<file path="src/rtl/mtd_pkg.sv">
package mtd_pkg;

    typedef enum logic [1:0] {
        MODE_OFF      = 2'b00,
        MODE_IMMED    = 2'b01,
        MODE_CNT_CLR  = 2'b10,
        MODE_CNT_LEAK = 2'b11
    } trip_mode_e;

    function automatic logic is_counting(input trip_mode_e m);
        return (m == MODE_CNT_CLR) || (m == MODE_CNT_LEAK);
    endfunction

endpackage

</file>
<file path="src/rtl/mtd_magnitude.sv">
module mtd_magnitude #(
    parameter int SAMPLE_W = 16
) (
    input  logic [SAMPLE_W-1:0] sample,
    input  logic [SAMPLE_W-1:0] level,
    output logic                hit
);
    localparam logic [SAMPLE_W-1:0] MOST_NEG = {1'b1, {(SAMPLE_W-1){1'b0}}};
    localparam logic [SAMPLE_W-1:0] MAX_POS  = {1'b0, {(SAMPLE_W-1){1'b1}}};
    localparam logic [SAMPLE_W-1:0] ONE      = {{(SAMPLE_W-1){1'b0}}, 1'b1};

    logic [SAMPLE_W-1:0] mag;

    always_comb begin
        if (sample == MOST_NEG) begin
            mag = MAX_POS;                 // no positive twin: saturate
        end else if (sample[SAMPLE_W-1]) begin
            mag = ~sample + ONE;
        end else begin
            mag = sample;
        end
        hit = (mag >= level);
    end
endmodule

</file>
<file path="src/rtl/mtd_persist.sv">
module mtd_persist #(
    parameter int CNT_W = 8
) (
    input  mtd_pkg::trip_mode_e mode,
    input  logic                clear,
    input  logic                step,
    input  logic                hit,
    input  logic [CNT_W-1:0]    limit,
    input  logic [CNT_W-1:0]    cnt_q,
    output logic [CNT_W-1:0]    cnt_d,
    output logic                reached
);
    import mtd_pkg::*;

    localparam logic [CNT_W-1:0] ZERO = '0;
    localparam logic [CNT_W-1:0] ONE  = {{(CNT_W-1){1'b0}}, 1'b1};

    always_comb begin
        cnt_d   = cnt_q;
        reached = 1'b0;
        if (clear || !is_counting(mode)) begin
            cnt_d = ZERO;
        end else if (step) begin
            if (hit) begin
                cnt_d   = (cnt_q >= limit) ? limit : cnt_q + ONE;
                reached = (cnt_d == limit);
            end else if (mode == MODE_CNT_CLR) begin
                cnt_d = ZERO;
            end else begin
                cnt_d = (cnt_q == ZERO) ? ZERO : cnt_q - ONE;
            end
        end
    end
endmodule

</file>
<file path="src/rtl/mtd_flag.sv">
module mtd_flag (
    input  logic set,
    input  logic ack,
    input  logic flag_q,
    output logic flag_d
);
    always_comb begin
        flag_d = set | (flag_q & ~ack);
    end
endmodule

</file>
<file path="src/rtl/mag_trip_detector.sv">
module mag_trip_detector #(
    parameter int SAMPLE_W = 16,
    parameter int CNT_W    = 8
) (
    input  logic                clk,
    input  logic                rst_n,
    input  logic                smp_valid,
    input  logic [SAMPLE_W-1:0] smp_data,
    input  logic [SAMPLE_W-1:0] trip_level,
    input  logic [CNT_W-1:0]    hold_limit,
    input  logic [1:0]          mode,
    input  logic                irq_ack,
    output logic                irq,
    output logic [CNT_W-1:0]    count
);
    import mtd_pkg::*;

    typedef struct packed {
        trip_mode_e       mode;
        logic [CNT_W-1:0] cnt;
        logic             irq;
    } state_t;

    localparam state_t RESET_STATE = '{mode: MODE_OFF, cnt: '0, irq: 1'b0};

    state_t           st_d, st_q;
    trip_mode_e       mode_in;
    logic             mode_chg;
    logic             step;
    logic             hit;
    logic             reached;
    logic             trip_set;
    logic [CNT_W-1:0] cnt_nxt;
    logic             irq_nxt;

    assign mode_in  = trip_mode_e'(mode);
    assign mode_chg = (mode_in != st_q.mode);
    assign step     = smp_valid && !mode_chg;

    mtd_magnitude #(.SAMPLE_W(SAMPLE_W)) u_mag (
        .sample (smp_data),
        .level  (trip_level),
        .hit    (hit)
    );

    mtd_persist #(.CNT_W(CNT_W)) u_persist (
        .mode    (mode_in),
        .clear   (mode_chg),
        .step    (step),
        .hit     (hit),
        .limit   (hold_limit),
        .cnt_q   (st_q.cnt),
        .cnt_d   (cnt_nxt),
        .reached (reached)
    );

    always_comb begin
        trip_set = 1'b0;
        if (step) begin
            unique case (mode_in)
                MODE_IMMED:                  trip_set = hit;
                MODE_CNT_CLR, MODE_CNT_LEAK: trip_set = reached;
                default:                     trip_set = 1'b0;
            endcase
        end
    end

    mtd_flag u_flag (
        .set    (trip_set),
        .ack    (irq_ack),
        .flag_q (st_q.irq),
        .flag_d (irq_nxt)
    );

    always_comb begin
        st_d      = st_q;
        st_d.mode = mode_in;
        st_d.cnt  = cnt_nxt;
        st_d.irq  = irq_nxt;
    end

    always_ff @(posedge clk or negedge rst_n) begin
        if (!rst_n) begin
            st_q <= RESET_STATE;
        end else begin
            st_q <= st_d;
        end
    end

    assign irq   = st_q.irq;
    assign count = st_q.cnt;
endmodule

</file>
<file path="config.mk">
export PLATFORM = sky130hd
export DESIGN_NAME = mag_trip_detector
export DESIGN_NICKNAME = d
export VERILOG_FILES = /design/src/rtl/mtd_pkg.sv /design/src/rtl/mtd_magnitude.sv /design/src/rtl/mtd_persist.sv /design/src/rtl/mtd_flag.sv /design/src/rtl/mag_trip_detector.sv
export SDC_FILE = /design/constraint.sdc
export NUM_CORES = 1
export LEC_CHECK = 0
export BUFFER_PORTS_ARGS = -buffer_cell sky130_fd_sc_hd__buf_2
export CORE_MARGIN = 4
export CORE_UTILIZATION = 28
export CTS_BUF_LIST = sky130_fd_sc_hd__clkbuf_8 sky130_fd_sc_hd__clkbuf_16
export DETAILED_ROUTE_END_ITERATION = 16
export PLACE_DENSITY = 0.47
export SYNTH_ARGS = -nofsm -noshare
export SYNTH_HDL_FRONTEND = slang
export SYNTH_HIERARCHICAL = 1
export SYNTH_SLANG_ARGS = --single-unit
</file>
<file path="constraint.sdc">
create_clock -name clk -period 6.95 [get_ports clk]
set_clock_uncertainty 0.1 [all_clocks]
set_input_delay 1.0425 -clock clk [delete_from_list [all_inputs] [get_ports clk]]
set_output_delay 1.0425 -clock clk [all_outputs]
set_load 0.02 [all_outputs]
</file>
==> flow_summary_export.csv <==
group,metric,value,unit
die,dieArea,9140,µm²
logic_synthesis,yosysSeqAreaShare,12.8,%
power_and_ir_drop,clockPowerShare,30.1,%
logic_synthesis,syn_area,2150,µm²
sta,rsz0062_at_grt,"false",
global_route,grt_overflow,0,
clocking,clk_pin_slew,0.06,ns
worst_setup_path,crit_arrival,5.75,ns
power_and_ir_drop,pwr-share-seq,30.1,%
power_and_ir_drop,peakVddDrop,0.0386,mV
worst_setup_path,r2r-start,"st_q[10]",
sta,slew_headroom,65.0,%
layout,drive_gt1_share,27.0,%
layout,antenna_cells,0,
clocking,cts_buffers,3,
die,rows,31,
clocking,cts_hold_buf,0,
logic_synthesis,syn_avg_cell_area,7.87,µm²
global_route,antenna_found_initial,0,
sta,fmax,177,MHz
clocking,clk_path_buf_depth,2,
placed_design,port-buffer-count,54,
drt,wl_per_cell,13.5,µm
sta,setup_tns,0,ns
logic_synthesis,ys_ff_latch,11,
drt,drtIter0Drc,83,
drt,vias_per_cell,4.74,
worst_setup_path,cp-startpoint,"smp_data[9]",
clocking,cts_tree,"built",
power_and_ir_drop,pwr-share-comb,39.8,%
clocking,clock_sinks,11,
power_and_ir_drop,power.switching,0.0764,mW
die,boundaryPins,55,
layout,final_cells,414,
drt,drc,0,
logic_synthesis,synthTopCellsByCount,"inv_1, ha_1, nand2_1",
clocking,insertion_delay,0.24,ns
placed_design,gp_congestion,0.823,
logic_synthesis,ys_top_cells_by_area,"ha_1, dfrtp_1, inv_1, xor2_1, xnor2_1",
layout,nFillCells,822,
power_and_ir_drop,p_int,0.142,mW
global_route,grt_start_max_net_pins,20,
global_route,grt_usage,12.6,%
power_and_ir_drop,switching_share,35.0,%
die,die_w,95.6,µm
logic_synthesis,syn-num-nets,347,
logic_synthesis,netlist.area_leader.share,16.3,%
clocking,ctsHtreeMaxLevel,1,
worst_setup_path,critPathMaxFanout,7,
job,maxCapViolCount,0,
logic_synthesis,synth_edf_count,0,
worst_hold_path,hold_path.class,"flip-flop to flip-flop",
sta,slew_viol_final,0,
sta,worst_pin_slew,0.521,ns
placed_design,hpwlAfterDp,4660,µm
die,die_y,95.6,µm
drt,drtPass1Iterations,4,
die,core_area,7370,µm²
layout,final_util,33.6,%
clocking,cts_resized,0,
sta,hold_violations,0,
drt,drt_wl_total,5590,µm
logic_synthesis,synthFlopType,"dfrtp_1",
clocking,post_cts_buffers,0,
logic_synthesis,yosysUniqueCellTypes,59,
placed_design,dp.cells,410,
layout,final_nets,390,
sta,fin_crit_sh,81.5,%
worst_setup_path,crit_type,"input pin to flip-flop",
placed_design,placed_area,2430,µm²
logic_synthesis,yosysMostFrequentCell,"inv_1",
sta,period_needed,5.67,ns
layout,stdcell_area,2470,µm²
drt,ant_nets,0,
power_and_ir_drop,power.density,88.4,nW/µm²
sta,setup_viol,0,
global_route,grt_pass1_vias,1952,
worst_hold_path,hold_start,"irq",
power_and_ir_drop,power_leakage,1.24,nW
logic_synthesis,async_reset_ff_share,100,%
outcome,status,"finished clean",
worst_setup_path,critPathLaunchType,"input pin",
global_route,grt_pass1_wl,9180,µm
logic_synthesis,synth_area_leader_cell,"ha_1",
die,start_util,29.2,%
clocking,clock-root-buffer,"clkbuf_8",
layout,area_growth,15.1,%
drt,via_count,1962,
logic_synthesis,synthCells,273,
worst_setup_path,worst-endpoint-required,7.03,ns
worst_setup_path,endpoint_kind,"flip-flop",
logic_synthesis,yosysWarnings,6,
==> layer usage <==
metal  share of wire [%]  up-vias  global-route usage (%)
li1                    -     1049                       -
met1                  51      873                    17.9
met2                  45       36                    20.6
met3                 2.8        4                    1.18
met4                0.77        0                    2.49
met5                   0        -                       0
==> layout make-up <==
type | count | area, µm² | area share, %
Multi-Input combinational cell | 212 | 1630 | 65.8
Tap cell | 99 | 124 | 5.01
Sequential cell | 11 | 275 | 11.1
Clock inverter | 1 | 3.75 | 0.152
Inverter | 33 | 124 | 5.01
Clock buffer | 3 | 41.3 | 1.67
Timing Repair Buffer | 55 | 278 | 11.2
==> worst max-delay path, cell delays in order <==
cell and delay (ns):
buf_2 0.11, or4_4 0.54, or3_4 0.36, nor3_1 0.42, nor2_1 0.09, ha_1 0.29, nor2b_1 0.04, o21ai_0 0.14
nand3_1 0.10, a2111oi_0 0.37, or4_1 0.39, nand2_2 0.16, or4_4 0.54, a2111oi_4 0.32, nand3_1 0.11, o21ai_1 0.19
nand2_1 0.09, a2111oi_2 0.32, a21o_1 0.12
==> worst paths after layout <==
check / to / slack [ns] / cells past startpoint
worst max-delay path: irq / 1.28 / 19
min in group asynchronous: irq / 0.57 / 1
worst max register to register: irq / 3.84 / 10
worst min-delay path: irq / 0.41 / 1
worst min register to register: irq / 0.41 / 1
max in group asynchronous: count[4] / 5.96 / 1
==> power groups by stage <==
stage               clock network [mW]  logic, mW  registers, mW
floorplan                            0     0.0566         0.0669
global placement                     0     0.0882         0.0669
detailed placement                   0     0.0880         0.0670
CTS                             0.0678     0.0887         0.0658
global route                    0.0711      0.101         0.0659
finish                          0.0658     0.0870         0.0658
==> flip-flops by register name (all words and copies together), names as in the netlist <==
register,cells
count,8
st_q,2
irq,1
==> placed cells by master (no fill, tap or decap), drive strengths merged, types with 3 or more instances in the layout <==
| cell | Yosys | routed |
|---|---|---|
| nor4 | 3 | 3 |
| or4 | 4 | 4 |
| a21oi | 17 | 17 |
| clkbuf | 2 | 3 |
| o21ai | 15 | 15 |
| or3 | 4 | 4 |
| mux2i | 4 | 4 |
| buf | 15 | 55 |
| ha | 28 | 28 |
| inv | 33 | 34 |
| o31ai | 5 | 5 |
| nor2 | 18 | 18 |
| xor2 | 12 | 12 |
| nand3 | 9 | 9 |
| nor2b | 6 | 6 |
| a211oi | 4 | 4 |
| a2111oi | 3 | 3 |
| nand2 | 24 | 24 |
| a21o | 4 | 4 |
| nor3 | 7 | 7 |
| mux2 | 7 | 7 |
| dfrtp | 11 | 11 |
| xnor2 | 10 | 10 |
==> cell families after synthesis <==
| kind of cell | share of synthesized area [%] |
|---|---|
| XOR/XNOR | 8.97 |
| AO/OA/AOI/OAI | 23.2 |
| AND/OR/NAND/NOR | 21.8 |
| adder cells (fa/ha/maj) | 16.3 |
| multiplexers | 5.53 |
| flip-flops | 12.8 |
| buffers and inverters | 11.4 |
==> stage by stage <==
| step | total power [mW] | setup WS [ns] | hold slack (ns) |
|---|---|---|---|
| after global placement | 0.155 | 1.11 | 0.375 |
| after floorplan | 0.124 | 1.63 | 0.495 |
| after global routing | 0.238 | 0.877 | 0.416 |
| after detailed placement | 0.155 | 0.989 | 0.378 |
| after CTS | 0.222 | 1.24 | 0.403 |
| final | 0.219 | 1.28 | 0.407 |
Note: power is estimated with default switching activity, not from simulation.
